--- config.mk ---
export PLATFORM = sky130hd
export DESIGN_NAME = ebc_seq
export DESIGN_NICKNAME = d
export VERILOG_FILES = /design/src/rtl/ebc_pkg.sv /design/src/rtl/ebc_wait_ctr.sv /design/src/rtl/ebc_addr_mask.sv /design/src/rtl/ebc_port_mux.sv /design/src/rtl/ebc_seq.sv
export SDC_FILE = /design/constraint.sdc
export NUM_CORES = 1
export LEC_CHECK = 0
export BUFFER_PORTS_ARGS = -buffer_cell sky130_fd_sc_hd__buf_4
export CELL_PAD_IN_SITES_DETAIL_PLACEMENT = 1
export CELL_PAD_IN_SITES_GLOBAL_PLACEMENT = 1
export CORE_ASPECT_RATIO = 1.25
export CORE_MARGIN = 2
export CORE_UTILIZATION = 34
export DETAILED_ROUTE_END_ITERATION = 16
export PLACE_DENSITY = 0.81
export SETUP_SLACK_MARGIN = 0.1
export SYNTH_ARGS = -nofsm -noshare
export SYNTH_HDL_FRONTEND = slang
export SYNTH_SLANG_ARGS = --single-unit
--- constraint.sdc ---
create_clock -name clk_i -period 1.75 [get_ports clk_i]
set_clock_uncertainty 0.15 [all_clocks]
set_input_delay 0.2625 -clock clk_i [delete_from_list [all_inputs] [get_ports clk_i]]
set_output_delay 0.2625 -clock clk_i [all_outputs]
set_load 0.03 [all_outputs]
--- src/rtl/ebc_pkg.sv ---
package ebc_pkg;
  localparam int WAIT_W = 4;

  typedef enum logic [2:0] {
    ST_IDLE, ST_ADDR, ST_DLY, ST_STRB, ST_HOLD, ST_TRI
  } ebc_state_e;

  typedef struct packed {
    logic              mux;
    logic              bus8;
    logic [WAIT_W-1:0] wt;
    logic              dly;
    logic              trist;
    logic              rdy_en;
  } ebc_cfg_t;
endpackage

--- src/rtl/ebc_wait_ctr.sv ---
module ebc_wait_ctr #(
  parameter int W = 4
) (
  input  logic         clk_i,
  input  logic         rst_ni,
  input  logic         load_i,
  input  logic [W-1:0] val_i,
  input  logic         dec_i,
  output logic         zero_o
);
  logic [W-1:0] cnt_q;

  always_ff @(posedge clk_i or negedge rst_ni) begin
    if (!rst_ni)     cnt_q <= '0;
    else if (load_i) cnt_q <= val_i;
    else if (dec_i)  cnt_q <= cnt_q - 1'b1;
  end

  assign zero_o = (cnt_q == '0);
endmodule

--- src/rtl/ebc_addr_mask.sv ---
module ebc_addr_mask #(
  parameter int AW = 24
) (
  input  logic [AW-1:0] addr_i,
  input  logic [1:0]    aw_sel_i,
  output logic [AW-1:0] addr_o
);
  localparam int LW = $clog2(AW + 1) + 1;
  logic [LW-1:0] lim;

  always_comb begin
    case (aw_sel_i)
      2'd0:    lim = LW'(16);
      2'd1:    lim = LW'(18);
      2'd2:    lim = LW'(20);
      default: lim = LW'(AW);
    endcase
  end

  for (genvar i = 0; i < AW; i++) begin : g_bit
    assign addr_o[i] = addr_i[i] & (lim > LW'(i));
  end
endmodule

--- src/rtl/ebc_port_mux.sv ---
module ebc_port_mux #(
  parameter int AW = 24,
  parameter int DW = 16
) (
  input  logic          ph_addr_i,
  input  logic          ph_wdrv_i,
  input  logic          mux_i,
  input  logic          bus8_i,
  input  logic [AW-1:0] addr_i,
  input  logic [DW-1:0] wdata_i,
  output logic [DW-1:0] ad_o,
  output logic          ad_oe_o
);
  localparam int HB = DW / 2;

  always_comb begin
    ad_o    = '0;
    ad_oe_o = 1'b0;
    if (ph_addr_i && mux_i) begin
      ad_o    = addr_i[DW-1:0];
      ad_oe_o = 1'b1;
    end else if (ph_wdrv_i) begin
      ad_o    = bus8_i ? {{(DW-HB){1'b0}}, wdata_i[HB-1:0]} : wdata_i;
      ad_oe_o = 1'b1;
    end
  end
endmodule

--- src/rtl/ebc_seq.sv ---
module ebc_seq
  import ebc_pkg::*;
#(
  parameter int AW = 24,
  parameter int DW = 16
) (
  input  logic              clk_i,
  input  logic              rst_ni,
  input  logic              req_i,
  input  logic              we_i,
  input  logic [AW-1:0]     addr_i,
  input  logic [DW-1:0]     wdata_i,
  input  logic [2:0]        mode_i,
  input  logic [1:0]        aw_sel_i,
  input  logic [WAIT_W-1:0] wait_i,
  input  logic              ale_long_i,
  input  logic              rw_dly_i,
  input  logic              tri_gap_i,
  input  logic              rdy_en_i,
  output logic              busy_o,
  output logic              done_o,
  output logic [DW-1:0]     rdata_o,
  output logic [AW-1:0]     addr_o,
  output logic [DW-1:0]     ad_o,
  output logic              ad_oe_o,
  input  logic [DW-1:0]     ad_i,
  output logic              ale_o,
  output logic              rd_o,
  output logic              wr_o,
  input  logic              rdy_i
);
  localparam int HB = DW / 2;

  ebc_state_e    state_q;
  ebc_cfg_t      cfg_q;
  logic [AW-1:0] addr_q, addr_m;
  logic [DW-1:0] wdata_q, rdata_q;
  logic          we_q, ale_more_q, done_q;
  logic          ext, mode_mux, mode_b8, wt_zero, strb_end;

  // mode decode: 1..4 drive the bus, all other codes are single-chip
  assign ext      = (mode_i >= 3'd1) && (mode_i <= 3'd4);
  assign mode_mux = (mode_i == 3'd2) || (mode_i == 3'd3);
  assign mode_b8  = (mode_i == 3'd3) || (mode_i == 3'd4);

  ebc_addr_mask #(.AW(AW)) u_mask (
    .addr_i   (addr_i),
    .aw_sel_i (aw_sel_i),
    .addr_o   (addr_m)
  );

  ebc_wait_ctr #(.W(WAIT_W)) u_wait (
    .clk_i  (clk_i),
    .rst_ni (rst_ni),
    .load_i (state_q != ST_STRB),
    .val_i  (cfg_q.wt),
    .dec_i  ((state_q == ST_STRB) && !wt_zero),
    .zero_o (wt_zero)
  );

  assign strb_end = (state_q == ST_STRB) && wt_zero && (!cfg_q.rdy_en || rdy_i);

  always_ff @(posedge clk_i or negedge rst_ni) begin
    if (!rst_ni) begin
      state_q    <= ST_IDLE;
      cfg_q      <= '0;
      addr_q     <= '0;
      wdata_q    <= '0;
      rdata_q    <= '0;
      we_q       <= 1'b0;
      ale_more_q <= 1'b0;
      done_q     <= 1'b0;
    end else begin
      done_q <= 1'b0;
      unique case (state_q)
        ST_IDLE: if (req_i) begin
          if (!ext) begin
            done_q  <= 1'b1;
            rdata_q <= '0;
          end else begin
            cfg_q      <= '{mux: mode_mux, bus8: mode_b8, wt: wait_i,
                            dly: rw_dly_i, trist: tri_gap_i, rdy_en: rdy_en_i};
            addr_q     <= addr_m;
            wdata_q    <= wdata_i;
            we_q       <= we_i;
            ale_more_q <= ale_long_i;
            state_q    <= ST_ADDR;
          end
        end
        ST_ADDR: begin
          if (ale_more_q) ale_more_q <= 1'b0;
          else            state_q    <= cfg_q.dly ? ST_DLY : ST_STRB;
        end
        ST_DLY: state_q <= ST_STRB;
        ST_STRB: if (strb_end) begin
          if (we_q) begin
            state_q <= ST_HOLD;
          end else begin
            rdata_q <= cfg_q.bus8 ? {{(DW-HB){1'b0}}, ad_i[HB-1:0]} : ad_i;
            if (cfg_q.trist) begin
              state_q <= ST_TRI;
            end else begin
              state_q <= ST_IDLE;
              done_q  <= 1'b1;
            end
          end
        end
        ST_HOLD, ST_TRI: begin
          state_q <= ST_IDLE;
          done_q  <= 1'b1;
        end
        default: state_q <= ST_IDLE;
      endcase
    end
  end

  ebc_port_mux #(.AW(AW), .DW(DW)) u_port (
    .ph_addr_i (state_q == ST_ADDR),
    .ph_wdrv_i (we_q && ((state_q == ST_DLY) || (state_q == ST_STRB) ||
                         (state_q == ST_HOLD))),
    .mux_i     (cfg_q.mux),
    .bus8_i    (cfg_q.bus8),
    .addr_i    (addr_q),
    .wdata_i   (wdata_q),
    .ad_o      (ad_o),
    .ad_oe_o   (ad_oe_o)
  );

  assign busy_o  = (state_q != ST_IDLE);
  assign addr_o  = busy_o ? addr_q : '0;
  assign ale_o   = (state_q == ST_ADDR);
  assign rd_o    = (state_q == ST_STRB) && !we_q;
  assign wr_o    = (state_q == ST_STRB) && we_q;
  assign done_o  = done_q;
  assign rdata_o = rdata_q;
endmodule

Yosys cells after proc, flatten, opt, wreduce, memory -nomap -nowiden
Index checks and enable logic that the tools add are counted.

Flip-flop bits (word level): 75. Word-level logic and storage cells: 142. Input bits: 74. Output and inout bits: 62.

$lt $le $gt $ge: 26. Reduce and logical (&&, ||, !) cells: 28. Eq/ne operators: 17. Muxes and demuxes: 32. $add $sub $neg: 1. Bitwise operators: 24.

Operators with widths (count): 16-bit two-way mux (8); 5-bit by 4-bit > comparator with 1-bit output, second input constant (8); 5-bit > comparator, second input constant (8); 16-bit case mux with 2 select lines (1); 1-bit bitwise AND (24); 24-bit two-way mux (1); 5-bit by 3-bit > comparator with 1-bit output, second input constant (4); 3-bit two-way mux (6); 3-bit by 2-bit == test with 1-bit output, second input constant (4); 2-bit inequality test, second input constant (6); 3-bit case mux with 4 select lines (1); 4-bit case mux with 3 select lines (1); 5-bit by 1-bit > comparator with 1-bit output, second input constant (2); 5-bit by 2-bit > comparator with 1-bit output, second input constant (2); 1-bit two-way mux (10); 3-bit == test, second input constant (3); 1-bit logical AND (8); 4-bit two-way mux (2); 3-bit AND reduction (2); 2-bit nonzero test (3); 1-bit logical OR (5); 5-bit AND reduction (1); 4-bit zero test (1); 4-bit AND reduction (1); other kinds (14) (16).

Depth between registers and ports, before layout
Gate-level depths: netlist of run 1.

Depth in word-level cells: 6. Gate-level depth with buffers: 8. Mapped depth without buffers: 6.

Modules after synthesis
A second synthesis of run 1 with hierarchy kept.

Cell total of the unflattened synthesis: 384. Area total of the unflattened synthesis: 4354.2 um^2.

By module, submodules not included: ebc_seq (instances 1, cells an instance 281, area each 3580.9 um^2, seq. area each 1776.7 um^2); ebc_port_mux (instances 1, cells an instance 58, area each 367.9 um^2, seq. area each 0.0 um^2); ebc_wait_ctr (instances 1, cells an instance 21, area each 230.2 um^2, seq. area each 100.1 um^2); ebc_addr_mask (instances 1, cells an instance 24, area each 175.2 um^2, seq. area each 0.0 um^2).

Worst setup path after synthesis of run 1
Ideal clock, no wire load.

Kind: flip-flop to output port. Start: register state_q[0]. End: output ad_o[10]. Stages on the path, launching flop included: 8. Required time: 1.337 ns. Data arrival time: 1.617 ns. Setup slack: -0.279 ns. Buffers on the path: 3. Cell sequence: dfrtp_1 > buf_2 > nor3b_1 > o21a_1 > buf_2 > nor2b_1 > buf_2 > a22o_1.

Longest elaborated chain between the ends: 6. Elaborated cells on any way between the ends: 10. Those cells by class: eq/ne: 4; mux: 2; reduce/logical: 4.

Ends and longest elaborated chain: start, declared (RTL line ebc_seq.sv:34) `ebc_state_e state_q;`; start signal, assigned (RTL line ebc_seq.sv:92) `else state_q <= cfg_q.dly ? ST_DLY : ST_STRB;`; 3-bit by 2-bit == test with 1-bit output (RTL line ebc_seq.sv:119) `.ph_wdrv_i (we_q && ((state_q == ST_DLY) || (state_q == ST_STRB) ||`; 1-bit logical OR (2 in a row) (RTL line ebc_seq.sv:119); 1-bit logical AND (RTL line ebc_seq.sv:119); 16-bit two-way mux (RTL line ebc_port_mux.sv:22) `end else if (ph_wdrv_i) begin`; 16-bit two-way mux (*) (RTL line ebc_port_mux.sv:19) `if (ph_addr_i && mux_i) begin`; end, declared (RTL line ebc_seq.sv:24) `output logic [DW-1:0] ad_o,`.

Every way passes the cells marked *; elsewhere a longest branch is shown, timed or not.

Final worst setup path of run 1
Start: register state_q[1]. End: output ad_o[11].

The elaborated chain is that of the path after synthesis.

==> reports/metrics.yaml, run 1 <==
fmaxAchievable_mhz: 438
fp.dieH_um: 118
worst_hold_slack_ns: 0.000507
final_nets: 589
hpwl_mm: 7.87
reg2reg_depth: 8
synth_top_flop_cell: "dfrtp_1"
antenna_found_initial: 0
final_util_pct: 64.9
cp-start-kind: "flop"
setup_violations: 113
routabilityCongestion: 0.812
final_cells: 647
syn_area_sq_um: 3550
hp-class: "input port to flop"
final_cell_mix: "buf_4, dfrtp_1, buf_6"
rsz0062_at_grt: "true"
power_mw: 13.0
first_iter_violations: 154
drive_above_1_share_pct: 68.0
htree_num_levels: 3
pre_cts_ws_ns: -0.219
areaGrowthSynthToFinish_pct: 85.4
overflow: 0
tightest_slew_ns: 0.396
hold_depth: 2
yosysWarnings: 0
via_per_inst: 5.40
port_buffers: 135
synth.distinct_cells: 38
vias: 3493
dp.cells: 589
irDropWorstVdd_uv: 984
cts_tree: "yes"
status: "complete, but fails checks"
numCtsBuffers: 9
clock_latency_ns: 0.34
fin_setup_tns_ns: -40.15
timing.final.crit_share_pct: 130
crit_fanout: 8
die_w_um: 95.5
grt_pass1_wl_mm: 22.0
clock-root-buffer: "clkbuf_16"
drt_first_pass_iters: 4
max-slew-margin-rel_pct: 73.3
clk_pin_slew_ns: 0.07
synthCells: 312
grt_usage_pct: 26.2
die-area_sq_um: 11300
cts_max_path_buffers: 2
final_common_cell: "buf_4"
syn-num-nets: 388
fin_area_sq_um: 6590
dpl-instance-area_sq_um: 5110
synth_area_per_cell_sq_um: 11.4
p_leak_nw: 3.16
synth_edf_count: 0
initial_core_util_pct: 35.0
ios: 136
synthArstFlopShare_pct: 100
grt_max_degree: 41
fin_crit_ns: 2.28
core_area_sq_um: 10200
report.final.slew_viol_count: 0
wire_per_inst_um: 25.4
routed_wl_mm: 16.5
ant_nets: 0
required_ns: 1.34
synth-seq-area-share_pct: 52.8
fin_ws_ns: -0.531
rows: 41
finalHoldViolations: 0
diodes: 0
critical_path_class: "flop to output port"
drc: 0
critPathCaptureType: "output port"
grt_pass1_vias: 3866
violations: "negative setup slack"
powerDensity_nw_per_um2: 1980
cts_sinks: 75
cp.arrival_ns: 1.87
synth_seq_cells: 75
max_cap_viol_count: 0
[logic make-up (layout without fill, tap and decap cells)]
group | after synthesis | in the layout | share of synthesized area [%]
xor+xnor | 2 | 2 | 0.493
fa+ha+maj | 2 | 2 | 0.704
mux | 49 | 49 | 15.4
simple gates | 89 | 89 | 13.7
buf+inv | 35 | 241 | 4.89
flops | 75 | 75 | 52.8
compound gates | 60 | 60 | 12.0
[registers in the layout, indices dropped and copies added (netlist names)]
signal,count
done_o,1
state_q,3
rdata_o,16
we_q,1
u_wait.cnt_q,4
cfg_q,9
addr_q,24
wdata_q,16
ale_more_q,1
[critical path, cell delays in order, from the launching register on]
cell	delay (ns)
dfrtp_2	0.44
and2b_1	0.20
o21a_1	0.23
nor2b_4	0.15
buf_12	0.15
a22o_4	0.22
buf_6	0.14
[path summary, 6_finish.rpt]
check / slack [ns] / end / from
min in group asynchronous: 0.18 / u_wait.cnt_q[0] / rst_ni
max in group asynchronous: 0.74 / rdata_o[11] / rst_ni
worst min register to register: 0.36 / rdata_o[5] / rdata_o[5]
worst max-delay path: -0.53 / ad_o[11] / state_q[1]
worst min-delay path: 0.0005 / addr_q[12] / addr_i[12]
worst max register to register: -0.49 / rdata_o[13] / state_q[0]
[repair_timing]
action	4_1_cts	5_1_grt
endpoints found under the hold margin	77	1
setup endpoints to repair	114	120
pin swaps	13	21
cloned	7	3
hold buffers	3	1
resized for setup	118	68
buffers inserted	21	9
[power by group]
group / internal, mW / total (mW) / switching, mW
sequential: 2.54 / 3.30 / 0.757
clock: 1.11 / 1.89 / 0.788
combinational: 3.88 / 7.84 / 3.95
[per-layer routing]
metal	GRT usage [%]	share of wire [%]	up-vias
met4	12.0	5.5	0
met2	47.4	53	156
met1	28.9	36	1789
met5	0	0	-
met3	4.78	4.7	58
li1	-	-	1490
[synthesized netlist by cell type (2+ instances only)]
library cell   n  area [sq um]
a22o_1        24           210
a31oi_1        2          12.5
or3_1          2          12.5
nor3_1         4          20.0
inv_1         15          56.3
clkbuf_1       6          22.5
buf_2         10          50.1
xnor2_1        2          17.5
o22ai_1        2          12.5
and2_1         2          12.5
dfrtp_1       75          1880
mux2_4         2          30.0
nor3b_1        2          15.0
nand2_1       30           113
and3_1         2          12.5
nand3_1        5          25.0
o21ai_0       20           100
nand4_1        2          12.5
ha_1           2          25.0
nand2b_1       2          12.5
nor2b_1       25           156
mux2i_1        9          90.1
a21oi_1        5          25.0
nor2_1         8          30.0
buf_6          4          45.0
mux2_2        38           428
[final cells by class]
type                    instances  area, sq um
multi-input cells             202         2050
repair buffers                210         2140
flip-flops and latches         75         1880
well taps                     129          161
inverters                      15         65.1
clock inverters                 6         66.3
clock buffers                  10          229
fillers                       993         3570
Note: power is estimated with default switching activity, not from simulation.
==> run 2: changes to the inputs <==
--- a/config.mk
+++ b/config.mk
@@ -8,7 +8,7 @@
 export BUFFER_PORTS_ARGS = -buffer_cell sky130_fd_sc_hd__buf_4
 export CELL_PAD_IN_SITES_DETAIL_PLACEMENT = 1
 export CELL_PAD_IN_SITES_GLOBAL_PLACEMENT = 1
-export CORE_ASPECT_RATIO = 1.25
+export CORE_ASPECT_RATIO = 0.9
 export CORE_MARGIN = 2
 export CORE_UTILIZATION = 34
 export DETAILED_ROUTE_END_ITERATION = 16
==> reports/metrics.yaml, run 2 (same netlist as run 1, synthesis figures left out) <==
status: "complete, but fails checks"
violations: "negative setup slack"
dpl-instance-area_sq_um: 5070  # -0.64%
timing.final.crit_share_pct: 126  # -4.3 points
clock-root-buffer: "clkbuf_16"
report.final.slew_viol_count: 0  # unchanged
wire_per_inst_um: 19.1  # -25%
drc: 0  # unchanged
cp.arrival_ns: 1.79  # -0.08 ns
grt_max_degree: 40  # -2.4%
ant_nets: 0  # unchanged
drt_first_pass_iters: 4  # unchanged
cts_sinks: 75  # unchanged
overflow: 0  # unchanged
die-area_sq_um: 11300  # about the same
port_buffers: 135  # unchanged
max_cap_viol_count: 0  # unchanged
cp-start-kind: "flop"
ios: 136  # unchanged
clock_latency_ns: 0.33  # about the same
drive_above_1_share_pct: 62.7  # -5.3 points
die_w_um: 112  # +17%
tightest_slew_ns: 0.329  # -0.0676 ns
largest_register_ffs: 24  # unchanged
regMostFlops: "addr_q"
fin_crit_ns: 2.21  # -0.0752 ns
critical_path_class: "flop to output port"
routabilityCongestion: 0.841  # +3.6%
fp.dieH_um: 101  # -15%
numCtsBuffers: 9  # unchanged
powerDensity_nw_per_um2: 1950  # -1.6%
setup_violations: 109  # -3.5%
rsz0062_at_grt: "true"
vias: 3161  # -9.5%
crit_fanout: 8  # unchanged
p_leak_nw: 2.90  # -8.1%
fmaxAchievable_mhz: 453  # +3.4%
finalHoldViolations: 0  # unchanged
grt_pass1_wl_mm: 18.0  # -18%
initial_core_util_pct: 34.8  # -0.16 points
via_per_inst: 5.06  # -6.3%
pre_cts_ws_ns: -0.293  # -0.0748 ns
final_common_cell: "buf_4"
core_area_sq_um: 10200  # +0.46%
routed_wl_mm: 11.9  # -28%
required_ns: 1.34  # about the same
final_cell_mix: "buf_4, dfrtp_1, buf_6"
first_iter_violations: 88  # -43%
htree_num_levels: 3  # unchanged
rows: 35  # -15%
cts_tree: "yes"
clk_pin_slew_ns: 0.06  # about the same
antenna_found_initial: 0  # unchanged
grt_pass1_vias: 3424  # -11%
irDropWorstVdd_uv: 912  # -7.4%
critPathCaptureType: "output port"
fin_ws_ns: -0.456  # +0.0752 ns
max-slew-margin-rel_pct: 77.9  # +4.6 points
hpwl_mm: 8.02  # +1.8%
cts_max_path_buffers: 2  # unchanged
hp-class: "input port to flop"
areaGrowthSynthToFinish_pct: 66.7
grt_usage_pct: 20.5  # -5.6 points
fin_area_sq_um: 5930  # -10%
diodes: 0  # unchanged
final_nets: 567  # -3.7%
==> run 2: changes by cell type in the layout (fill, tap and decap cells not counted), sizes merged <==
| cell | before | now |
|---|---|---|
| bufbuf | 1 | 0 |
| dlygate4sd3 | 4 | 1 |
| buf | 202 | 185 |
| bufinv | 1 | 2 |
| clkinvlp | 4 | 3 |
| clkbuf | 13 | 12 |
==> run 2: stage by stage <==
stage / total power, mW / hold WS (ns) / setup TNS, ns / util, % / cells
after global placement: 8.19 / 0.0112 / -10.73 / 49.7 / 588
after floorplan: 6.53 / -0.183 / -2.26 / - / 312
final: 11.5 / 0.00906 / -21.52 / 58.1 / 625
after CTS: 11.0 / 0.00154 / -25.02 / 55.8 / 620
after detailed placement: 8.45 / 0.00758 / -14.30 / 49.7 / 588
after global routing: 12.2 / 0.00340 / -28.51 / 58.1 / 625
==> run 2: worst paths after layout <==
kind / to / startpoint / slack, ns / cells after the start
max: ad_o[9] / state_q[1] / -0.46 / 6
min: addr_q[10] / addr_i[10] / 0.009 / 2
max reg2reg: wdata_q[9] / state_q[0] / -0.16 / 7
min reg2reg: addr_q[21] / addr_q[21] / 0.33 / 2
max in group asynchronous: cfg_q[4] / rst_ni / 0.70 / 3
min in group asynchronous: rdata_o[0] / rst_ni / 0.21 / 2
==> run 2: what timing repair did <==
action,CTS,global route
hold buffers,1,0
buffers inserted,14,4
setup endpoints to repair,112,117
resized for setup,48,48
gates cloned,2,2
hold endpoints to repair,56,0
pin swaps,9,14
==> run 2: final cells by class <==
type,count,area (sq um)
Clock buffer,10,239
Sequential cell,75,1880
Multi-Input combinational cell,202,1790
Inverter,15,65.1
Timing Repair Buffer,188,1710
Clock inverter,6,88.8
Tap cell,129,161
Fill cell,1049,4280
==> run 2: worst max-delay path, stage by stage (launching register included) <==
cell,delay [ns]
dfrtp_2,0.43
and2b_1,0.18
o21a_1,0.21
nor2b_4,0.14
buf_8,0.15
a22o_4,0.22
buf_6,0.14
==> run 2: per-layer routing <==
layer	routed length [um]	vias up	global-route usage (%)
li1	-	1446	-
met1	4780	1567	24.4
met2	6250	116	36.6
met3	549	32	4.57
met4	322	0	7.79
met5	0	-	0
==> run 2: power by group <==
part / internal (mW) / switching (mW)
logic: 3.08 / 3.27
registers: 2.55 / 0.618
clock network: 1.29 / 0.729
total: 6.91 / 4.62
==> run 3: changes to the inputs <==
--- a/config.mk
+++ b/config.mk
@@ -14,6 +14,7 @@
 export DETAILED_ROUTE_END_ITERATION = 16
 export PLACE_DENSITY = 0.81
 export SETUP_SLACK_MARGIN = 0.1
+export SKIP_LAST_GASP = 1
 export SYNTH_ARGS = -nofsm -noshare
 export SYNTH_HDL_FRONTEND = slang
 export SYNTH_SLANG_ARGS = --single-unit
==> reports/metrics.yaml, run 3 (same netlist as run 1, synthesis figures left out) <==
rsz0062_at_grt: "true"
hold_end: "addr_q[10]"
hold_depth: 2  # unchanged
clock_latency_ns: 0.33  # about the same
ff2ff_setup_slack_ns: -0.19  # -0.03 ns
fin_crit_ns: 2.20  # -0.00550 ns
cpMaxStageDelayCell: "dfrtp_2"
tightest_slew_ns: 0.277  # -0.0521 ns
grt_pass1_vias: 3403  # -0.61%
final_nets: 569  # +0.35%
worst_hold_slack_ns: 0.0102  # +0.00114 ns
htree_num_levels: 3  # unchanged
drt_first_pass_iters: 4  # unchanged
grt_pass1_wl_mm: 18.0  # +0.42%
areaGrowthSynthToFinish_pct: 64.6
power_mw: 11.3  # -1.9%
grt_usage_pct: 20.6  # +0.091 points
max_cap_viol_count: 0  # unchanged
powerDensity_nw_per_um2: 1930  # -0.64%
largest_register_ffs: 24  # unchanged
violations: "negative setup slack"
crit_fanout: 8  # unchanged
cts_tree: "yes"
antenna_found_initial: 0  # unchanged
first_iter_violations: 97  # +10%
reg2reg_depth: 8  # +1
drive_above_1_share_pct: 62.2  # -0.45 points
rows: 35  # unchanged
ios: 136  # unchanged
routabilityCongestion: 0.841  # unchanged
path_buf_inv: 2  # unchanged
report.final.slew_viol_count: 0  # unchanged
irDropWorstVdd_uv: 923  # +1.3%
clock-root-buffer: "clkbuf_16"
cp.arrival_ns: 1.79  # about the same
ant_nets: 0  # unchanged
finalHoldViolations: 0  # unchanged
p_leak_nw: 2.88  # -0.72%
overflow: 0  # unchanged
hpwl_mm: 8.02  # unchanged
rr_startpoint: "state_q[0]"
critPathCaptureType: "output port"
dpl-instance-area_sq_um: 5070  # unchanged
fin_area_sq_um: 5850  # -1.3%
die-area_sq_um: 11300  # unchanged
final_cells: 627  # +0.32%
routed_wl_mm: 11.8  # -0.53%
cts_max_path_buffers: 2  # unchanged
clk_pin_slew_ns: 0.06  # about the same
via_per_inst: 5.00  # -1.2%
regMostFlops: "addr_q"
cp_cell_sequence: "and2b_1, o21a_1, nor2b_4, buf_8, a22o_4, buf_6"
cp-start-kind: "flop"
slowest_delay_ns: 0.43  # about the same
core_area_sq_um: 10200  # unchanged
critical_path_class: "flop to output port"
final_util_pct: 57.3  # -0.74 points
max-slew-margin-rel_pct: 81.6  # +3.6 points
numCtsBuffers: 9  # unchanged
initial_core_util_pct: 34.8  # unchanged
final_common_cell: "buf_4"
setup_violations: 109  # unchanged
cts_sinks: 75  # unchanged
required_ns: 1.34  # about the same
port_buffers: 135  # unchanged
crit_family: "flip-flops"
hold_path_startpoint: "addr_i[10]"
r2r_end: "rdata_o[7]"
dp.cells: 588  # unchanged
hp-class: "input port to flop"
vias: 3133  # -0.89%
pre_cts_ws_ns: -0.293  # unchanged
grt_max_degree: 40  # unchanged
die_w_um: 112  # unchanged
timing.final.crit_share_pct: 126  # -0.31 points
fmaxAchievable_mhz: 454  # +0.25%
wire_per_inst_um: 18.9  # -0.85%
diodes: 0  # unchanged
fp.dieH_um: 101  # unchanged
fin_setup_tns_ns: -23.24  # -1.72 ns
fin_ws_ns: -0.450  # +0.00550 ns
status: "complete, but fails checks"
final_cell_mix: "buf_4, dfrtp_1, mux2_2"
drc: 0  # unchanged
## run 3: repair_timing
item,in CTS,in global routing
endpoints found under the setup margin,112,117
hold buffers,1,0
gates resized for setup,46,23
cloned,2,2
pin swaps,9,13
hold endpoints to repair,56,0
buffers inserted,14,6
## run 3: how the worst max path moves through the flow
| stage | cells past startpoint | slack (ns) | endpoint | from |
|---|---|---|---|---|
| after floorplan | 8 | -0.14 | rdata_o[5] | u_wait.cnt_q[0] |
| after global placement | 5 | -0.19 | rdata_o[4] | state_q[1] |
| after detailed placement | 6 | -0.29 | rdata_o[8] | u_wait.cnt_q[0] |
| after CTS | 6 | -0.47 | ad_o[14] | state_q[1] |
| after global routing | 6 | -0.50 | ad_o[11] | state_q[1] |
| final | 6 | -0.45 | ad_o[9] | state_q[1] |
## run 3: metal layers
layer	wire length, um	GRT usage, %	part of all wire, %	vias up
met5	0	0	0	-
met1	4820	24.9	41	1556
met2	6250	36.7	53	106
met3	558	4.51	4.7	19
li1	-	-	-	1452
met4	216	7.12	1.8	0
## run 3: where the power goes
group / internal, mW / switching, mW
logic: 2.93 / 3.21
clock network: 1.29 / 0.735
registers: 2.55 / 0.607
## run 3: area by class of cell
type / count / area, sq um
well taps: 129 / 161
clock buffers: 10 / 239
fillers: 1073 / 4350
multi-input cells: 202 / 1770
inverters: 15 / 65.1
flip-flops and latches: 75 / 1880
repair buffers: 190 / 1650
clock inverters: 6 / 88.8
